[config.mk]
export PLATFORM = sky130hd
export DESIGN_NAME = evt_time_capture
export DESIGN_NICKNAME = d
export VERILOG_FILES = /design/src/rtl/evt_time_capture.sv
export SDC_FILE = /design/constraint.sdc
export NUM_CORES = 1
export LEC_CHECK = 0
export ABC_CLOCK_PERIOD_IN_PS = 2400
export BUFFER_PORTS_ARGS = -buffer_cell sky130_fd_sc_hd__buf_2
export CAP_MARGIN = 0
export CORE_MARGIN = 2
export CORE_UTILIZATION = 40
export CTS_BUF_LIST = sky130_fd_sc_hd__clkbuf_4
export DETAILED_ROUTE_END_ITERATION = 10
export PLACE_DENSITY = 0.66
export SLEW_MARGIN = 10
export SYNTH_ARGS = -nofsm -noshare
export SYNTH_HDL_FRONTEND = slang
export SYNTH_SLANG_ARGS = --single-unit
[constraint.sdc]
create_clock -name clk -period 2.4 [get_ports clk]
set_clock_uncertainty 0.05 [all_clocks]
set_input_delay 0.48 -clock clk [delete_from_list [all_inputs] [get_ports clk]]
set_output_delay 0.48 -clock clk [all_outputs]
set_load 0.1 [all_outputs]
[src/rtl/evt_time_capture.sv]
module evt_time_capture #(
  parameter int TW = 64,
  parameter int AW = 3,
  parameter int PW = 16,
  parameter int YW = 4
) (
  input  logic          clk,
  input  logic          rst_n,
  input  logic [TW-1:0] sys_time,
  input  logic          tx_evt,
  input  logic          rx_evt,
  input  logic          rx_is_l2,
  input  logic          rx_is_v2,
  input  logic [YW-1:0] rx_msg_type,
  input  logic [PW-1:0] rx_dst_port,
  input  logic          reg_wr,
  input  logic          reg_rd,
  input  logic [AW-1:0] reg_addr,
  input  logic [TW/2-1:0] reg_wdata,
  output logic [TW/2-1:0] reg_rdata
);
  localparam int DW = TW / 2;
  localparam logic [AW-1:0] A_TXC = 3'd0, A_TXL = 3'd1, A_TXH = 3'd2,
                            A_RXC = 3'd3, A_RXM = 3'd4, A_RXL = 3'd5, A_RXH = 3'd6;

  logic          tx_en, tx_valid, rx_en, rx_valid, rx_l2en;
  logic [1:0]    rx_mode;
  logic [PW-1:0] rx_port;
  logic [TW-1:0] tx_stamp, rx_stamp;

  wire wr_txc = reg_wr && reg_addr == A_TXC;
  wire wr_rxc = reg_wr && reg_addr == A_RXC;
  wire wr_rxm = reg_wr && reg_addr == A_RXM;
  wire rd_txh = reg_rd && reg_addr == A_TXH;
  wire rd_rxh = reg_rd && reg_addr == A_RXH;

  wire is_event = rx_msg_type < YW'(4);
  logic mode_ok;
  always_comb begin
    case (rx_mode)
      2'd0:    mode_ok = !rx_is_v2 && rx_msg_type == YW'(0);
      2'd1:    mode_ok = !rx_is_v2 && rx_msg_type == YW'(1);
      2'd2:    mode_ok = rx_is_v2 && is_event;
      default: mode_ok = 1'b0;
    endcase
  end
  wire udp_ok = !rx_is_l2 && rx_dst_port == rx_port && mode_ok;
  wire l2_ok  = rx_is_l2 && rx_l2en && rx_mode == 2'd2 && rx_is_v2 && is_event;

  wire tx_cap = tx_evt && tx_en && !tx_valid;
  wire rx_cap = rx_evt && rx_en && !rx_valid && (udp_ok || l2_ok);

  always_ff @(posedge clk) begin
    if (!rst_n) begin
      tx_en <= 1'b0; tx_valid <= 1'b0; tx_stamp <= '0;
    end else if (wr_txc) begin
      tx_en <= reg_wdata[0];
      if (!reg_wdata[0]) begin tx_valid <= 1'b0; tx_stamp <= '0; end
      else if (tx_cap) begin tx_valid <= 1'b1; tx_stamp <= sys_time; end
      else if (rd_txh) tx_valid <= 1'b0;
    end else if (tx_cap) begin
      tx_valid <= 1'b1; tx_stamp <= sys_time;
    end else if (rd_txh) tx_valid <= 1'b0;
  end

  always_ff @(posedge clk) begin
    if (!rst_n) begin
      rx_en <= 1'b0; rx_valid <= 1'b0; rx_stamp <= '0;
      rx_mode <= 2'd0; rx_l2en <= 1'b0; rx_port <= '0;
    end else begin
      if (wr_rxm) rx_port <= reg_wdata[DW-1 -: PW];
      if (wr_rxc) begin
        rx_en <= reg_wdata[0]; rx_mode <= reg_wdata[5:4]; rx_l2en <= reg_wdata[8];
      end
      if (wr_rxc && !reg_wdata[0]) begin
        rx_valid <= 1'b0; rx_stamp <= '0;
      end else if (rx_cap) begin
        rx_valid <= 1'b1; rx_stamp <= sys_time;
      end else if (rd_rxh) rx_valid <= 1'b0;
    end
  end

  always_comb begin
    case (reg_addr)
      A_TXC:   reg_rdata = {30'b0, tx_valid, tx_en};
      A_TXL:   reg_rdata = tx_stamp[DW-1:0];
      A_TXH:   reg_rdata = tx_stamp[TW-1:DW];
      A_RXC:   reg_rdata = {23'b0, rx_l2en, 2'b0, rx_mode, 2'b0, rx_valid, rx_en};
      A_RXM:   reg_rdata = {rx_port, {(DW-PW){1'b0}}};
      A_RXL:   reg_rdata = rx_stamp[DW-1:0];
      A_RXH:   reg_rdata = rx_stamp[TW-1:DW];
      default: reg_rdata = '0;
    endcase
  end

  logic unused_wbits;
  assign unused_wbits = ^{reg_wdata[15:9], reg_wdata[7:6], reg_wdata[3:1]};

  AST_TX_CAPTURE: assert property (@(posedge clk) disable iff (!rst_n)
    (tx_evt && tx_en && !tx_valid && !wr_txc) |=> (tx_valid && tx_stamp == $past(sys_time)));
  AST_NO_EN_NO_VALID: assert property (@(posedge clk) disable iff (!rst_n)
    (!tx_en |-> !tx_valid) and (!rx_en |-> !rx_valid));
  AST_RX_LOCK_HOLD: assert property (@(posedge clk) disable iff (!rst_n)
    (rx_valid && !rd_rxh && !wr_rxc) |=> (rx_valid && $stable(rx_stamp)));
  AST_TX_RELEASE: assert property (@(posedge clk) disable iff (!rst_n)
    (tx_valid && rd_txh && !wr_txc) |=> !tx_valid);
  AST_RX_DISABLE: assert property (@(posedge clk) disable iff (!rst_n)
    (wr_rxc && !reg_wdata[0]) |=> (!rx_valid && rx_stamp == '0));
endmodule

Yosys cells after proc, flatten, opt, wreduce, memory -nomap -nowiden
Index checks and enable logic that the tools add are counted.
Cells by class
  magnitude comparators: 1
  equal/unequal tests: 10
  multiplexer cells: 11
  bitwise operators: 1
  reduce and logical (&&, ||, !) cells: 31
Operator list (count)
  $pmux W32 S7: 1
  $mux W64: 3
  $logic_and A1 B1 Y1: 20
  $eq A16 B16 Y1: 1
  $eq A3 B3 Y1 const B: 3
  $eq A3 B2 Y1 const B: 2
  $mux W1: 6
  $logic_not A1 Y1: 5
  $eq A4 B1 Y1 const B: 1
  $logic_not A4 Y1: 1
  $lt A4 B3 Y1 const B: 1
  $eq A3 B1 Y1 const B: 1
  $logic_not A3 Y1: 1
  $pmux W1 S3: 1
  $eq A2 B1 Y1 const B: 1
  $eq A2 B2 Y1 const B: 1
  $logic_not A2 Y1: 1
  $reduce_bool A2 Y1: 1
  $reduce_or A2 Y1: 1
  $logic_or A1 B1 Y1: 1
  $not A1 Y1: 1
Word-level totals
  bits in registers: 151
  bits of input ports: 127
  word-level logic and storage cells: 63

Longest topological paths before layout
Gate-level depths: netlist (run 1).
  word-level depth: 7
  gate-level depth with buffers: 8

Worst setup path before layout (run 1)
OpenSTA, ideal clock, no wires.
  path type: input -> output
  start point: input port reg_addr[2]
  end point: output port reg_rdata[0]
  arrival: 3.520 ns
  path slack: -1.650 ns
  cell stages on the path: 5
  path buffers: 3
  cell sequence: clkbuf_1 > clkbuf_1 > buf_2 > mux2i_1 > o21ai_0
Between the ends
  cells in the longest elaborated chain, start to end: 2
RTL lines
  start, declared: line 18  | input logic [AW-1:0] reg_addr,
  $eq A3 B3 Y1, or another cell as far along: line 84  | case (reg_addr)
  $pmux W32 S7 *: line 84
  end, declared: line 20  | output logic [TW/2-1:0] reg_rdata
Mark *: on every way between the ends. The rest lies on a longest branch, timed or not.

Final worst setup path (run 1)
  start point: input port reg_addr[2]
  end point: output port reg_rdata[17]
Same word-level chain as after synthesis.

==> impl_metrics.tcl, run 1 <==
set metrics [dict create \
    critPathSlowestCell "mux2_2" \
    design.core.area_um2 17060 \
    io_buffers 146 \
    gp_congestion 0.8479 \
    critPathArrivalTime_ps 1820 \
    grt_pass1_wl_um 32220 \
    die-area_um2 18330 \
    die_x_um 135.4 \
    path_buf_inv 3 \
    synthCells 850 \
    ant_nets 0 \
    grt_antenna_before_repair 1 \
    initial_core_util_pct 40.48 \
    final_util_pct 55.15 \
    min-delay-path-class "input pin to flip-flop" \
    route.detailed.drc 0 \
    synth_simple_gate_area_share_pct 19.86 \
    syn_avg_cell_area_um2 8.122 \
    synth-seq-area-share_pct 43.78 \
    synth_area_leaders "dfxtp_1 44%, nand2_1 17%, mux2i_1 13%" \
    track_usage_pct 22.47 \
    clk_transition_reported_paths_ps 140 \
    drive_above_1_share_pct 27.15 \
    grt_max_degree 46 \
    synth_nets 977 \
    path_cells "buf_4 -> buf_12 -> mux2_2 -> a22oi_1 -> o22ai_4 -> buf_12" \
    setup_viol 0 \
    yosysTopAreaCellShare_pct 43.78 \
    path_max_fanout 15 \
    firstDrtPassIters 5 \
    wl_met3_um 1301 \
    max-vdd-ir-drop_mv 0.3517 \
    status "complete, no violations" \
    grt_setup_unrepaired "false" \
    top_layer_used "met4" \
    cpMostUsedCell "buf_12" \
    fin_nets 1116 \
    cts_buffer_depth 2 \
    vias_per_cell 5.150 \
    grt_overflow 0 \
    synth_top_family_by_area "simple AND/OR/NAND/NOR gates" \
    criticalPathCategory "input pin to output port" \
    slew_headroom_pct 62.56 \
    worstSetupStartpointType "input pin" \
    cts_setup_buffers 0 \
    yosys.area_share.xor_xnor_pct 2.157 \
    setup_ws_ps 49.39 \
    end_kind "output port" \
    yosys_warnings 0 \
    synth_compound_area_share_pct 15.10 \
    drtIter0Drc 313 \
    cp_top_family "buffers and inverters" \
    fin_tns_setup_ps 0 \
    fin_hold_ws_ps 90.65 \
    numCtsBuffers 17 \
    synth_fa_ha_area_share_pct 0 \
    synthDistinctLibCells 33 \
    clock-sinks 151 \
    drv_slew 0 \
    rows 48 \
    post-place-ws_ps 34.76 \
    synth_mux_area_share_pct 14.33 \
    clock_latency_ps 560 \
    powerDensity_nw_per_um2 547.4 \
    ioPinCount 159 \
    htreeDepth 4 \
    m1WireLength_um 9263 \
    max_stage_delay_ps 340 \
    die_h_um 135.4 \
    cts_tree "yes" \
    cap_violations 0 \
    p_leak_nw 3.840 \
    wl_per_cell_um 16.27 \
    wl_um 20000 \
    worst_slew_pin_slew_ps 560.3 \
    syn_to_final_growth_pct 36.24 \
    total_power_w 0.005149 \
    grt_pass1_vias 6239 \
    met2_length_um 9250 \
    fmax_mhz 425.4 \
    critical_path_required_ps 1870 \
    vias 6329 \
    synth_area_um2 6904 \
    finalCritPeriodShare_pct 97.94 \
    hpwlAfterDp_um 14070 \
    synth_seq_cells 151 \
    finalCriticalPeriod_ps 2351 \
    hold_violations 0 \
    clockRootBuffer "clkbuf_4" \
    synth_top_area_cell "dfxtp_1" \
]
## cell type report
class | count | area (µm²)
Timing Repair Buffer | 190 | 1682
Multi-Input combinational cell | 626 | 4050
Fill cell | 1566 | 7650
Clock inverter | 15 | 226.5
Sequential cell | 151 | 3023
Antenna cell | 2 | 5.005
Inverter | 3 | 11.26
Clock buffer | 17 | 127.6
Tap cell | 225 | 281.5
## routing by layer
metal	up-vias	global-route usage, %
li1	3168	-
met1	2973	29.70
met2	174	36.49
met3	14	6.435
met4	0	5.266
met5	-	0
## Yosys cell counts
cell,n
nor4_2,1
o221ai_1,11
a22oi_1,27
o22ai_1,5
nor2_1,3
a21boi_1,6
or4_1,2
buf_1,4
a221oi_1,12
a21oi_1,84
nand2_1,310
mux2_2,7
nor4_1,1
nor3_1,2
nand4_1,2
dfxtp_1,151
inv_1,3
and3b_1,1
mux2i_1,91
nor2b_1,10
nand3_1,6
buf_2,8
o21a_1,1
clkbuf_1,52
nand3b_1,1
a21boi_0,10
a32oi_1,1
o21ai_0,10
buf_6,6
nand2b_1,3
and2_1,2
xnor2_1,14
xor2_1,3
## metrics by stage
step,instances,instance area [µm²]
4_1_cts,1227,9382
3_5_place_dp,1195,9027
6_report,1229,9407
5_1_grt,1228,9404
3_3_place_gp,1195,9027
2_1_floorplan,850,7381
## flip-flops by register name (all words and copies together) (netlist names)
name	cells
tx_en	1
rx_valid	1
tx_stamp	64
rx_stamp	64
rx_l2en	1
rx_en	1
rx_port	16
tx_valid	1
rx_mode	2
## placed cells by master (no fill, tap or decap), drive strengths merged, types with 3 or more instances in the layout
cell,n
inv,4
nand2,310
mux2i,91
clkinv,9
a21oi,84
nand2b,3
a21boi,16
o221ai,11
xnor2,14
buf,190
mux2,7
o22ai,5
nand3,6
a221oi,12
o21ai,10
a22oi,27
xor2,3
nor2b,10
bufinv,5
clkbuf,17
nor2,3
dfxtp,151
## report_power, final
| group | internal [W] | leakage [nW] | total, W | switching [W] |
|---|---|---|---|---|
| combinational | 0.000269 | 2.43 | 0.000682 | 0.000413 |
| sequential | 0.00253 | 1.22 | 0.00255 | 0.0000178 |
| clock | 0.000938 | 0.190 | 0.00192 | 0.000982 |
## worst register-to-register path: cells and delay by family (launching register included)
family / cells / cell delay (ps)
and+or+nand+nor: 2 / 800
DFF: 1 / 370
buffers and inverters: 1 / 220
muxes: 1 / 220
xor gates and xnor gates: 1 / 180
AOI/OAI and AO/OA: 1 / 110
## logic make-up (layout without fill, tap and decap cells)
logic type / count (synthesis) / after routing
buffers and inverters: 73 / 225
flip-flops: 151 / 151
other: 0 / 2
XOR/XNOR: 17 / 17
AO/OA/AOI/OAI: 167 / 167
AND/OR/NAND/NOR: 344 / 344
multiplexers: 98 / 98
## final timing paths
| check | startpoint | cells after the start | slack, ps | to |
|---|---|---|---|---|
| hold reg to reg | tx_stamp[36]$_SDFF_PN0_ | 2 | 410 | tx_stamp[36]$_SDFF_PN0_ |
| setup / recovery | reg_addr[2] | 6 | 50 | reg_rdata[17] |
| setup reg to reg | rx_port[4]$_SDFFE_PN0P_ | 6 | 330 | rx_stamp[44]$_SDFFE_PP0P_ |
| hold / removal | reg_wdata[29] | 3 | 90 | rx_port[13]$_SDFFE_PN0P_ |
## what timing repair did
item	in CTS	in global routing
gates resized for setup	0	4
hold buffers	0	0
endpoints found under the setup margin	0	4
(Power assumes the default switching activity.)
==> run 2: changes to the inputs <==
CORE_UTILIZATION = 35   (was 40)
PLACE_DENSITY = 0.6   (was 0.66)
==> run 2 against run 1 <==
  * The flow now finishes with violations (setup timing)
  * First-iteration DRC count grew 25%
  * Critical path depth grew 1
  * Power shrank 3.4%
==> impl_metrics.tcl, run 2 (synthesized netlist as in run 1, its figures left out) <==
set metrics [dict create \
    critPathSlowestCell "a221oi_1" \
    grt_overflow 0 \
    critical_path_required_ps 1870 \
    status "complete, but fails checks" \
    path_cells "buf_2 -> buf_4 -> nor2b_2 -> buf_12 -> a221oi_1 -> a21oi_4 -> buf_12" \
    clock_latency_ps 530 \
    gp_congestion 0.8032 \
    drv_slew 0 \
    cts_hold_buf 0 \
    grt_antenna_before_repair 2 \
    max_stage_delay_ps 460 \
    cts_tree "yes" \
    rrSetupSlack_ps 220 \
    io_buffers 146 \
    die_x_um 144.5 \
    slew_headroom_pct 62.34 \
    grt_max_degree 77 \
    hold_violations 0 \
    vias 6343 \
    max-vdd-ir-drop_mv 0.2446 \
    fmax_mhz 415.9 \
    die-area_um2 20870 \
    vias_per_cell 5.030 \
    die_h_um 144.5 \
    end_kind "output port" \
    reg_top3 "rx_stamp (64), tx_stamp (64), rx_port (16)" \
    clock-sinks 151 \
    cpMostUsedCell "buf_12" \
    clockRootBuffer "clkbuf_4" \
    criticalPathCategory "input pin to output port" \
    drtIter0Drc 392 \
    grt_pass1_wl_um 32720 \
    syn_to_final_growth_pct 35.83 \
    rows 51 \
    firstDrtPassIters 4 \
    p_leak_nw 3.785 \
    drive_above_1_share_pct 26.73 \
    setup_viol 1 \
    min_from "sys_time[48]" \
    violations "setup timing" \
    worstReg2RegStart "rx_port[4]$_SDFFE_PN0P_" \
    wl_per_cell_um 16.33 \
    hpwlAfterDp_um 14540 \
    total_power_w 0.004972 \
    track_usage_pct 20.25 \
    cts_buffer_depth 2 \
    cp_top_family "buffers and inverters" \
    htreeDepth 4 \
    final_util_pct 48.34 \
    mostFrequentLayoutCells "310 x nand2_1, 151 x dfxtp_1, 113 x buf_2" \
    worstSetupStartpointType "input pin" \
    design.core.area_um2 19400 \
    setup_ws_ps -4.675 \
    ant_nets 0 \
    min-delay-path-class "input pin to flip-flop" \
    route.detailed.drc 0 \
    grt_pass1_vias 6224 \
    reg2reg_to "rx_stamp[50]$_SDFFE_PP0P_" \
    min_to "tx_stamp[48]$_SDFF_PN0_" \
    numCtsBuffers 17 \
    finalCriticalPeriod_ps 2405 \
    finalCritPeriodShare_pct 100.2 \
    grt_setup_unrepaired "true" \
    hold_depth 3 \
    initial_core_util_pct 35.59 \
    fin_nets 1109 \
    wl_um 20600 \
    worst_slew_pin_slew_ps 563.6 \
    powerDensity_nw_per_um2 530.2 \
    path_buf_inv 4 \
    final_common_cell "nand2_1" \
    clk_transition_reported_paths_ps 140 \
    r2r_cells 6 \
    ioPinCount 159 \
    path_max_fanout 24 \
    critPathArrivalTime_ps 1870 \
    cap_violations 0 \
]
## run 2: cell types whose count changed in the layout (fill, tap and decap cells not counted), moves of 2 or more
cell        delta
buf_4          -9
clkinv_4       -5
clkinvlp_4     +4
buf_6          +2
nor2b_1        -2
nor2b_2        +2
## run 2: worst max path at each step
stage | startpoint | to | slack, ps | cells after the start
after floorplan | reg_addr[0] | reg_rdata[4] | -3 | 4
after global placement | reg_addr[2] | reg_rdata[25] | -200 | 7
after detailed placement | reg_addr[2] | reg_rdata[21] | -200 | 7
after CTS | reg_addr[0] | reg_rdata[15] | 7 | 7
after global routing | reg_addr[0] | reg_rdata[10] | -70 | 7
final | reg_addr[0] | reg_rdata[15] | -5 | 7
## run 2: tightest hold or removal path: stages
cell and delay [ps]:
buf_2 110, nand2_1 50, a21oi_1 50
## run 2: power breakdown
part / total (W) / switching [W] / leakage (nW) / internal [W]
clock: 0.00175 / 0.000923 / 0.161 / 0.000827
sequential: 0.00255 / 0.0000183 / 1.22 / 0.00253
combinational: 0.000674 / 0.000415 / 2.41 / 0.000259
## run 2: through the flow
stage	setup WS (ps)	hold slack (ps)	cells	TNS [ps]	area, µm²
2_1_floorplan	-2.816	383.8	850	-2.816	7381
3_3_place_gp	-202.2	389.9	1228	-2484	9025
3_5_place_dp	-199.0	395.6	1228	-2389	9025
4_1_cts	6.877	58.73	1260	0	9355
5_1_grt	-68.17	58.18	1261	-423.6	9378
6_report	-4.675	118.5	1261	-4.675	9378
## run 2: timing repair
| item | in CTS | in global routing |
|---|---|---|
| gates resized for setup | 3 | 5 |
| buffers inserted | 0 | 0 |
| setup endpoints to repair | 17 | 19 |
| gates cloned | 0 | 0 |
| pin swaps | 0 | 0 |
## run 2: cell type report
type                    instances  area [µm²]
diodes                          1       2.502
repair buffers                183        1637
well taps                     265       331.6
flip-flops and latches        151        3023
fillers                      1896       10020
clock inverters                14       182.7
inverters                       3       11.26
multi-input cells             626        4055
clock buffers                  18       135.1
## run 2: per-layer routing
layer	global-route usage (%)	vias to the layer above	part of all wire, %
met4	4.650	2	1.2
met1	26.88	3013	46
met3	5.662	17	6.1
met2	32.78	168	46
li1	-	3143	-
met5	0	-	0.058
==> run 3: changes to the inputs <==
REMOVE_ABC_BUFFERS = 1   (was unset)
==> run 3 against run 2 <==
  * The flow now finishes without violations
  * Sequential cell count is the same
  * Utilization decreased by 2.1 points
  * Register-to-register slack better by 90 ps
  * Critical path depth down 1
  * Non-clock buffer count grew 8
  * Sequential share of layout area increased by 1.4 points
  * Clock-buffer cell count shrank 1
  * Clock power is 5% lower
==> impl_metrics.tcl, run 3 (synthesized netlist as in run 1, its figures left out) <==
set metrics [dict create \
    status "complete, no violations" \
    htreeDepth 4 \
    hpwlAfterDp_um 14100 \
    vias 6239 \
    final_util_pct 46.28 \
    multi_input_area_um2 3597 \
    track_usage_pct 19.52 \
    die_h_um 144.5 \
    p_leak_nw 3.780 \
    slew_headroom_pct 59.65 \
    final_common_cell "nand2_1" \
    swShare_pct 29.45 \
    path_max_fanout 22 \
    clk_transition_reported_paths_ps 140 \
    intPower_w 0.003430 \
    reg_top3 "rx_stamp (64), tx_stamp (64), rx_port (16)" \
    rows 51 \
    wl_um 20160 \
    clock-sinks 151 \
    seq_power_share_pct 52.4 \
    clockPowerShare_pct 34.4 \
    die-area_um2 20870 \
    ant_nets 0 \
    fin_tns_setup_ps 0 \
    drv_slew 0 \
    finalCriticalPeriod_ps 2325 \
    firstDrtPassIters 5 \
    max-vdd-ir-drop_mv 0.2836 \
    initial_core_util_pct 35.59 \
    finalCritPeriodShare_pct 96.88 \
    fmax_mhz 430.1 \
    fill_cells 1997 \
    setup_ws_ps 74.98 \
    grt_pass1_vias 5929 \
    cts_buffer_depth 2 \
    critical_path_required_ps 1870 \
    hold_violations 0 \
    drtIter0Drc 295 \
    critPathArrivalTime_ps 1800 \
    end_kind "output port" \
    criticalPathCategory "input pin to output port" \
    rrSetupSlack_ps 310 \
    cts_setup_buffers 0 \
    cts_hold_buf 0 \
    clock_latency_ps 560 \
    gp_congestion 0.8066 \
    cts_tree "yes" \
    clockRootBuffer "clkbuf_4" \
    cap_violations 0 \
    design.core.area_um2 19400 \
    p_sw_w 0.001432 \
    fin_nets 1117 \
    mostFrequentLayoutCells "310 x nand2_1, 151 x dfxtp_1, 113 x buf_2" \
    route.detailed.drc 0 \
    die_x_um 144.5 \
    min-delay-path-class "input pin to flip-flop" \
    drive_above_1_share_pct 23.73 \
    grt_overflow 0 \
    wl_per_cell_um 15.86 \
    layout.cells.non_filler 1271 \
    numCtsBuffers 17 \
    fin_hold_ws_ps 82.18 \
    comb_power_share_pct 13.2 \
    ff_latch_area_um2 3023 \
    io_buffers 146 \
    grt_pass1_wl_um 31160 \
    post-place-ws_ps 2.269 \
    setup_viol 0 \
    grt_antenna_before_repair 3 \
    ioPinCount 159 \
    vias_per_cell 4.909 \
    syn_to_final_growth_pct 30.05 \
    grt_setup_unrepaired "false" \
    grt_max_degree 63 \
    worst_slew_pin_slew_ps 603.8 \
    worstSetupStartpointType "input pin" \
    dp.cells 1236 \
    powerDensity_nw_per_um2 541.5 \
]
[run 3: changes by cell type in the layout (fill, tap and decap cells not counted), moves of 3 or more]
cell      change
buf_4         +8
o21ai_0       +3
o22ai_4       -5
a21oi_4      -12
a21oi_1      +11
o221ai_4     -11
o21ai_4       -4
inv_6         +6
nor2b_2       -3
o221ai_1     +11
o22ai_1       +5
[run 3: cell type report]
type | count | share of cell area (%)
inverter | 3 | 0.1254
clock inverter | 15 | 1.853
antenna | 3 | 0.08361
timing repair buffer | 191 | 19.09
sequential | 151 | 33.67
tap | 265 | 3.693
multi-input combinational | 626 | 40.06
clock buffer | 17 | 1.421
[run 3: worst max-delay path, stage by stage]
cell and delay, ps:
buf_2 270, nor2b_4 250, buf_12 180, a22oi_1 100
a21oi_1 270, buf_12 210
[run 3: power by group through the flow]
| stage | clock network (W) | logic [W] | registers (W) |
|---|---|---|---|
| floorplan | 0 | 0.000287 | 0.00260 |
| global placement | 0 | 0.000643 | 0.00260 |
| detailed placement | 0 | 0.000645 | 0.00260 |
| CTS | 0.00172 | 0.000648 | 0.00255 |
| global route | 0.00182 | 0.000690 | 0.00255 |
| finish | 0.00167 | 0.000643 | 0.00255 |
[run 3: path summary, 6_finish.rpt]
check	startpoint	endpoint	depth (start not counted)
worst max-delay path	reg_addr[0]	reg_rdata[6]	6
worst min-delay path	reg_wdata[27]	rx_port[11]$_SDFFE_PN0P_	3
worst max register to register	rx_valid$_SDFFE_PP0P_	rx_stamp[7]$_SDFFE_PP0P_	5
worst min register to register	tx_stamp[1]$_SDFF_PN0_	tx_stamp[1]$_SDFF_PN0_	2
[run 3: routing by layer]
metal / global-route usage (%) / wire length (µm) / up-vias / share of wire (%)
met5: 0 / 27 / - / 0.13
met4: 5.519 / 291 / 4 / 1.4
met3: 5.132 / 1220 / 23 / 6.1
met2: 31.11 / 9106 / 166 / 45
met1: 26.10 / 9519 / 2877 / 47
li1: - / - / 3169 / -
[run 3: repair_timing]
action	4_1_cts	5_1_grt
setup endpoints to repair	3	2
gates resized for setup	2	2
gates cloned	0	0
[run 3: through the flow]
| step | total power, W | instance area, µm² |
|---|---|---|
| 2_1_floorplan | 0.002883 | 6586 |
| 3_3_place_gp | 0.003243 | 8666 |
| 3_5_place_dp | 0.003246 | 8666 |
| 4_1_cts | 0.004916 | 8967 |
| 5_1_grt | 0.005065 | 8971 |
| 6_report | 0.004862 | 8979 |
